<file path="src/rtl/sw_adapt_pkg.sv">
`timescale 1ns/1ps
package sw_adapt_pkg;
    localparam int WIN_AW     = 7;
    localparam int WORD_W     = 32;
    localparam int BYTE_W     = 8;
    localparam int WORD_BYTES = WORD_W / BYTE_W;
    localparam int OFF_W      = $clog2(WORD_BYTES);
    localparam int SIZE_W     = OFF_W;
    localparam int CORE_WORDS = 16;
    localparam int DMA_WORDS  = 8;
    localparam int CORE_IDX_W = $clog2(CORE_WORDS);
    localparam int DMA_IDX_W  = $clog2(DMA_WORDS);
    localparam int IDX_W      = (CORE_IDX_W > DMA_IDX_W) ? CORE_IDX_W : DMA_IDX_W;
    localparam logic [WIN_AW-1:0] DMA_BASE = WIN_AW'(CORE_WORDS * WORD_BYTES);
    localparam logic [WIN_AW-1:0] DMA_END  = WIN_AW'(CORE_WORDS * WORD_BYTES + DMA_WORDS * WORD_BYTES);
    localparam logic [WIN_AW-1:0] CTL_ADDR = 7'h70;

    typedef enum logic [1:0] {
        RGN_NONE = 2'd0,
        RGN_CORE = 2'd1,
        RGN_DMA  = 2'd2,
        RGN_CTL  = 2'd3
    } region_e;

    typedef struct packed {
        region_e          rgn;
        logic [IDX_W-1:0] idx;
    } target_t;

    // ones in the low (size+1) bytes
    function automatic logic [WORD_W-1:0] width_mask(input logic [SIZE_W-1:0] size);
        logic [WORD_W-1:0] one;
        int nbits;
        one   = 1;
        nbits = BYTE_W * (int'(size) + 1);
        if (nbits >= WORD_W) return '1;
        return (one << nbits) - one;
    endfunction

    // byte lanes touched inside the word; lanes past the word fall off the top
    function automatic logic [WORD_W-1:0] lane_mask(input logic [OFF_W-1:0] off,
                                                    input logic [SIZE_W-1:0] size);
        return width_mask(size) << (BYTE_W * int'(off));
    endfunction

    function automatic logic [WORD_W-1:0] read_align(input logic [WORD_W-1:0] word,
                                                     input logic [OFF_W-1:0] off,
                                                     input logic [SIZE_W-1:0] size);
        return (word >> (BYTE_W * int'(off))) & width_mask(size);
    endfunction
endpackage

</file>
<file path="src/rtl/sw_decode.sv">
`timescale 1ns/1ps
module sw_decode
    import sw_adapt_pkg::*;
(
    input  logic [WIN_AW-1:0] addr,
    input  logic              is_write,
    output target_t           tgt
);
    logic [WIN_AW-1:0] rel_dma;
    logic              ctl_hit;

    always_comb begin
        rel_dma = addr - DMA_BASE;
        // writes match the whole aligned word, reads only the exact byte address
        ctl_hit = is_write ? (addr[WIN_AW-1:OFF_W] == CTL_ADDR[WIN_AW-1:OFF_W])
                           : (addr == CTL_ADDR);
        tgt.rgn = RGN_NONE;
        tgt.idx = '0;
        if (addr < DMA_BASE) begin
            tgt.rgn = RGN_CORE;
            tgt.idx = IDX_W'(addr >> OFF_W);
        end else if (addr < DMA_END) begin
            tgt.rgn = RGN_DMA;
            tgt.idx = IDX_W'(rel_dma >> OFF_W);
        end else if (ctl_hit) begin
            tgt.rgn = RGN_CTL;
        end
    end
endmodule

</file>
<file path="src/rtl/sw_fetch.sv">
`timescale 1ns/1ps
module sw_fetch
    import sw_adapt_pkg::*;
(
    input  target_t           tgt,
    input  logic [WORD_W-1:0] core_word,
    input  logic [WORD_W-1:0] dma_word,
    input  logic [WORD_W-1:0] ctl_word,
    input  target_t           pend_tgt,
    input  logic [WORD_W-1:0] pend_data,
    output logic [WORD_W-1:0] cur
);
    logic fwd;

    always_comb begin
        fwd = (pend_tgt.rgn != RGN_NONE) && (pend_tgt == tgt);
        unique case (tgt.rgn)
            RGN_CORE: cur = core_word;
            RGN_DMA:  cur = dma_word;
            RGN_CTL:  cur = ctl_word;
            default:  cur = '0;
        endcase
        // the target has not yet absorbed last cycle's strobe
        if (fwd) cur = pend_data;
    end
endmodule

</file>
<file path="src/rtl/sw_merge.sv">
`timescale 1ns/1ps
module sw_merge
    import sw_adapt_pkg::*;
(
    input  logic [WORD_W-1:0] cur,
    input  logic [WORD_W-1:0] wdata,
    input  logic [OFF_W-1:0]  off,
    input  logic [SIZE_W-1:0] size,
    output logic [WORD_W-1:0] merged
);
    logic [WORD_W-1:0] mask;
    logic [WORD_W-1:0] placed;

    always_comb begin
        mask   = lane_mask(off, size);
        placed = wdata << (BYTE_W * int'(off));
        merged = (cur & ~mask) | (placed & mask);
    end
endmodule

</file>
<file path="src/rtl/sw_access_adapter.sv">
`timescale 1ns/1ps
module sw_access_adapter
    import sw_adapt_pkg::*;
(
    input  logic                  clk,
    input  logic                  rst,
    input  logic                  req_valid,
    input  logic                  req_write,
    input  logic [WIN_AW-1:0]     req_addr,
    input  logic [SIZE_W-1:0]     req_size,
    input  logic [WORD_W-1:0]     req_wdata,
    output logic                  rsp_valid,
    output logic [WORD_W-1:0]     rsp_rdata,
    output logic [CORE_IDX_W-1:0] core_rd_idx,
    input  logic [WORD_W-1:0]     core_rd_data,
    output logic [DMA_IDX_W-1:0]  dma_rd_idx,
    input  logic [WORD_W-1:0]     dma_rd_data,
    input  logic [WORD_W-1:0]     ctl_rd_data,
    output logic [IDX_W-1:0]      wr_idx,
    output logic [WORD_W-1:0]     wr_data,
    output logic                  core_wr_en,
    output logic                  dma_wr_en,
    output logic                  ctl_wr_en
);
    target_t           tgt;
    target_t           wr_q;
    logic [WORD_W-1:0] wr_data_q;
    logic [WORD_W-1:0] cur;
    logic [WORD_W-1:0] merged;
    logic              rsp_valid_q;
    logic [WORD_W-1:0] rsp_data_q;
    logic [OFF_W-1:0]  off;

    assign off = req_addr[OFF_W-1:0];

    sw_decode u_decode (
        .addr     (req_addr),
        .is_write (req_write),
        .tgt      (tgt)
    );

    assign core_rd_idx = tgt.idx[CORE_IDX_W-1:0];
    assign dma_rd_idx  = tgt.idx[DMA_IDX_W-1:0];

    sw_fetch u_fetch (
        .tgt       (tgt),
        .core_word (core_rd_data),
        .dma_word  (dma_rd_data),
        .ctl_word  (ctl_rd_data),
        .pend_tgt  (wr_q),
        .pend_data (wr_data_q),
        .cur       (cur)
    );

    sw_merge u_merge (
        .cur    (cur),
        .wdata  (req_wdata),
        .off    (off),
        .size   (req_size),
        .merged (merged)
    );

    always_ff @(posedge clk) begin
        if (rst) begin
            wr_q        <= '{rgn: RGN_NONE, idx: '0};
            wr_data_q   <= '0;
            rsp_valid_q <= 1'b0;
            rsp_data_q  <= '0;
        end else begin
            if (req_valid && req_write && tgt.rgn != RGN_NONE) begin
                wr_q      <= tgt;
                wr_data_q <= merged;
            end else begin
                wr_q.rgn  <= RGN_NONE;
            end
            rsp_valid_q <= req_valid && !req_write;
            if (req_valid && !req_write) begin
                rsp_data_q <= read_align(cur, off, req_size);
            end
        end
    end

    assign core_wr_en = (wr_q.rgn == RGN_CORE);
    assign dma_wr_en  = (wr_q.rgn == RGN_DMA);
    assign ctl_wr_en  = (wr_q.rgn == RGN_CTL);
    assign wr_idx     = wr_q.idx;
    assign wr_data    = wr_data_q;
    assign rsp_valid  = rsp_valid_q;
    assign rsp_rdata  = rsp_data_q;

    AST_WR_FOLLOWS_REQ: assert property (@(posedge clk) disable iff (rst)
        (req_valid && req_write && req_addr < DMA_END) |=> (core_wr_en || dma_wr_en));
    AST_RSP_FOLLOWS_READ: assert property (@(posedge clk) disable iff (rst)
        (req_valid && !req_write) |=> rsp_valid);
    AST_NO_RSP_ON_WRITE: assert property (@(posedge clk) disable iff (rst)
        !(req_valid && !req_write) |=> !rsp_valid);
    AST_GAP_WRITE_DROPPED: assert property (@(posedge clk) disable iff (rst)
        (req_valid && req_write && req_addr >= DMA_END && req_addr < CTL_ADDR)
        |=> !(core_wr_en || dma_wr_en || ctl_wr_en));
    AST_GAP_READ_ZERO: assert property (@(posedge clk) disable iff (rst)
        (req_valid && !req_write && req_addr >= DMA_END && req_addr != CTL_ADDR)
        |=> (rsp_rdata == '0));
    AST_FULL_WORD_PASS: assert property (@(posedge clk) disable iff (rst)
        (req_valid && req_write && req_size == '1 && off == '0 && req_addr < DMA_END)
        |=> (wr_data == $past(req_wdata)));
    AST_ONE_STROBE: assert property (@(posedge clk) disable iff (rst)
        $onehot0({core_wr_en, dma_wr_en, ctl_wr_en}));
endmodule

</file>
<file path="config.mk">
export PLATFORM = sky130hd
export DESIGN_NAME = sw_access_adapter
export DESIGN_NICKNAME = d
export VERILOG_FILES = /design/src/rtl/sw_adapt_pkg.sv /design/src/rtl/sw_decode.sv /design/src/rtl/sw_fetch.sv /design/src/rtl/sw_merge.sv /design/src/rtl/sw_access_adapter.sv
export SDC_FILE = /design/constraint.sdc
export NUM_CORES = 1
export LEC_CHECK = 0
export BUFFER_PORTS_ARGS = -buffer_cell sky130_fd_sc_hd__buf_4
export CAP_MARGIN = 10
export CORE_ASPECT_RATIO = 1.75
export CORE_UTILIZATION = 53
export DETAILED_ROUTE_END_ITERATION = 8
export GPL_TIMING_DRIVEN = 0
export HOLD_SLACK_MARGIN = 0.02
export PLACE_DENSITY = 0.88
export REMOVE_ABC_BUFFERS = 1
export SLEW_MARGIN = 0
export SYNTH_ARGS = -nofsm -noshare
export SYNTH_HDL_FRONTEND = slang
export SYNTH_SLANG_ARGS = --single-unit
</file>
<file path="constraint.sdc">
create_clock -name clk -period 5.5 [get_ports clk]
set_input_delay 0.275 -clock clk [delete_from_list [all_inputs] [get_ports clk]]
set_output_delay 0.275 -clock clk [all_outputs]
set_load 0.03 [all_outputs]
</file>
==> out/qor.csv <==
stage;metric;value;unit
worst_setup_path;worst path arrival time;4410;ps
floorplanning;Die Ht;143;um
finish;register area;1420;um^2
sta;actual slew at the worst max-slew pin;1360;ps
clock_network;clock sinks;71;
yosys;largest area contributor in the netlist;dfxtp_1;
floorplanning;IO Count;220;
sta;final hold violations;0;
power_and_ir_drop;total power draw;1.64;mW
power_and_ir_drop;leakage power;3.40;nW
worst_setup_path;Worst R2R Start;wr_q[4];
job;max capacitance violation total;0;
routing;vias per cell;6.91;
placed_design;Port-buffer cells;219;
sta;Tcrit/Tclk final;76.2;%
finish;NumNets Final;1046;
routing;drt initial violations;986;
yosys;Post-Syn Instances;755;
clock_network;worst-skew pair later-pin latency;340;ps
finish;number of fill cells;914;
global_route;initial antenna violation count;0;
routing;vias after detailed routing;7183;
yosys;Syn Area/Cell;7.94;um^2
placed_design;post-detail-place hpwl;16200;um
yosys;number of synthesized flops with an enable pin;0;
clock_network;Resized cells post-CTS;0;
yosys;post-synthesis sequential area ratio;23.7;%
sta;post-route setup slack;1310;ps
yosys;Mapped Area;5990;um^2
sta;relative slew slack;9.43;%
worst_setup_path;FF-to-FF End;rsp_rdata[9];
floorplanning;core box area;11000;um^2
clock_network;CTS tree;yes;
sta;fmax;0.239;GHz
clock_network;clock buffer count from CTS;9;
sta;worst clock skew;2.86;ps
worst_setup_path;CP Launch Type;input port;
sta;Hold WS;242;ps
finish;synth-to-layout area growth;29.2;%
global_route;grt ovf;0;
placed_design;Final Wtd Congestion;0.977;
worst_setup_path;CP max FO;94;
worst_setup_path;critical path class;in2reg;
clock_network;worst-case clock buffer depth;2;
hold_path;Min-Delay Endpoint;wr_idx[0];
clock_network;post-CTS setup buffer count;0;
routing;Post-Route WL;23000;um
finish;Multi-input gate area;4160;um^2
clock_network;Clock Pin Slew Worst Setup and Hold Paths;50;ps
sta;fin. max-slew vios;0;
floorplanning;Core Rows;51;
yosys;ys async rst share;0;%
floorplanning;die area;11800;um^2
yosys;synthesis-stage register bit count;71;
finish;share of layout cells above drive strength 1;31.4;%
clock_network;cts hold-fix bufs;0;
floorplanning;die width;82.4;um
clock_network;H-tree lvl count;3;
hold_path;Hold Path Class;in2reg;
routing;Remaining DRCs;0;
placed_design;Area after DPL;7450;um^2
routing;Pre-antenna DRT Iters;5;
yosys;number of distinct library cells after synthesis;66;
yosys;top post-synthesis cells by area;dfxtp_1 (24%), mux2i_1 (11%), nor2_1 (5.3%), a21oi_1 (4.5%), mux2_2 (3.6%);
sta;RSZ-0062 raised after global routing;false;
routing;DR WL/cell;22.1;um
status;status;complete, no violations;
global_route;first-pass GRT wire length;34300;um
routing;antenna viol nets, final;0;
clock_network;root buf cell;clkbuf_16;
floorplanning;Initial Util;54.3;%
hold_path;Hold Path Cell Cnt;3;
worst_setup_path;Reg2Reg Setup Slack;2150;ps
placed_design;Place WS;732;ps
finish;Final Cell Area;7740;um^2
yosys;Synth top area share;23.7;%
worst_setup_path;Req. time, crit path;5720;ps
global_route;GRT Overall Usage;39.2;%
sta;# setup viols final;0;
power_and_ir_drop;Max IR drop VDD;0.180;mV
sta;Setup TNS Final;0;ps
yosys;Ys Warns;0;
power_and_ir_drop;PwrDens;212;nW/um^2
global_route;number of global-route vias before repair;6625;
hold_path;Hold Path Origin;req_addr[2];
worst_setup_path;critical path capture point type;flop;
sta;Final min period;4190;ps
global_route;largest net degree at the start of global routing;104;
finish;number of diodes;0;
yosys;Synth Flop Type;dfxtp_1;
worst_setup_path;Worst Reg-to-Reg Cells;6;
## critical path, cell delays in order
cell       delay [ps]
buf_4             920
o21bai_4          420
and2_4            440
a2111oi_4         870
nand2_4           600
mux2_4            500
a221o_1           310
## state kept, by name (all words and copies together), names as in the netlist
signal,flops
rsp_rdata,32
rsp_valid,1
wr_data,32
wr_q,2
wr_idx,4
## layer usage
metal	track usage [%]	up-vias	part of all wire, %
met5	0	-	0
met4	30.2	0	7.3
met2	62.1	560	48
met3	5.11	133	9.9
li1	-	3206	-
met1	46.6	3284	35
## cell usage after synthesis, types with 4 or more instances
| cell | n |
|---|---|
| nor2_1 | 84 |
| dfxtp_1 | 71 |
| mux2i_1 | 67 |
| a21oi_1 | 54 |
| clkbuf_1 | 43 |
| nand2_1 | 34 |
| o22ai_1 | 32 |
| nor2b_1 | 29 |
| a31oi_1 | 23 |
| mux2_2 | 19 |
| a211oi_1 | 18 |
| nor3_1 | 18 |
| nor4_1 | 17 |
| buf_2 | 16 |
| o21ai_0 | 15 |
| buf_4 | 13 |
| a22o_1 | 12 |
| o221a_2 | 11 |
| or3_1 | 11 |
| nand2b_1 | 10 |
| a41oi_1 | 9 |
| buf_1 | 9 |
| a211o_1 | 8 |
| o31ai_1 | 8 |
| a21o_1 | 7 |
| nand4_1 | 7 |
| o221ai_1 | 7 |
| a311oi_1 | 6 |
| and2_1 | 6 |
| nor3b_1 | 6 |
| o32a_1 | 6 |
| a221o_1 | 5 |
| and4b_1 | 5 |
| mux2_4 | 5 |
| o211ai_1 | 5 |
| or2_2 | 5 |
| a2111oi_1 | 4 |
| nand3b_1 | 4 |
## layout by cell type, fill, tap and decap left out, types with 4 or more instances in the layout
cell type | Yosys | layout
a221o_1 | 5 | 5
a22o_1 | 12 | 12
and2_1 | 6 | 6
nor4_1 | 17 | 17
mux2_4 | 5 | 5
a2111oi_1 | 4 | 4
a311oi_1 | 6 | 6
nor2b_1 | 29 | 29
nor2_1 | 84 | 83
a21o_1 | 7 | 7
nand2_1 | 34 | 34
o22ai_1 | 32 | 32
clkbuf_16 | 0 | 9
o221ai_1 | 7 | 7
a211oi_1 | 18 | 18
o221a_2 | 11 | 11
o32a_1 | 6 | 6
clkbuf_8 | 0 | 4
a21oi_1 | 54 | 54
mux2_2 | 19 | 19
nand3b_1 | 4 | 4
a41oi_1 | 9 | 9
mux2i_1 | 67 | 67
and4b_1 | 5 | 5
nor3_1 | 18 | 18
buf_4 | 13 | 219
nor3b_1 | 6 | 6
a211o_1 | 8 | 8
o31ai_1 | 8 | 8
o211ai_1 | 5 | 5
a31oi_1 | 23 | 23
dfxtp_1 | 71 | 71
nand2b_1 | 10 | 10
o21ai_0 | 15 | 15
nand4_1 | 7 | 7
or3_1 | 11 | 11
or2_2 | 5 | 5
## power breakdown
part	total (mW)	internal [mW]	switching, mW
registers	0.570	0.541	0.0293
clock network	0.562	0.350	0.212
logic	0.512	0.220	0.292
total	1.64	1.11	0.533
## final cells by class
type,instances,share of cell area [%]
inverters,3,0.145
repair buffers,223,22.0
multi-input cells,597,53.7
clock buffers,14,3.67
flip-flops and latches,71,18.4
well taps,132,2.13
## worst max path at each step
stage                     start            to  slack, ps  depth (start not counted)
finish              req_addr[0]  rsp_rdata[9]       1310                          7
global route        req_addr[0]   wr_data[17]       1170                          7
CTS                 req_addr[0]  rsp_rdata[0]       1020                          7
detailed placement  req_addr[0]  rsp_rdata[7]        730                          7
global placement    req_addr[2]  rsp_rdata[3]        740                          7
floorplan           req_addr[4]  rsp_rdata[2]       2030                          6
## cell families after synthesis
logic type      after synthesis  synth area share (%)
simple gates                253                  22.2
buf+inv                      87                  6.97
compound gates              248                  30.2
mux                          94                  16.6
xor+xnor                      2                 0.292
flops                        71                  23.7
## metrics by stage
stage                     util [%]  cells
after detailed placement      67.4   1025
after floorplan                  -    671
after CTS                     70.0   1039
final                         70.2   1040
after global placement        67.0   1022
after global routing          70.2   1040
No activity file was read; power rests on OpenSTA's default activity.
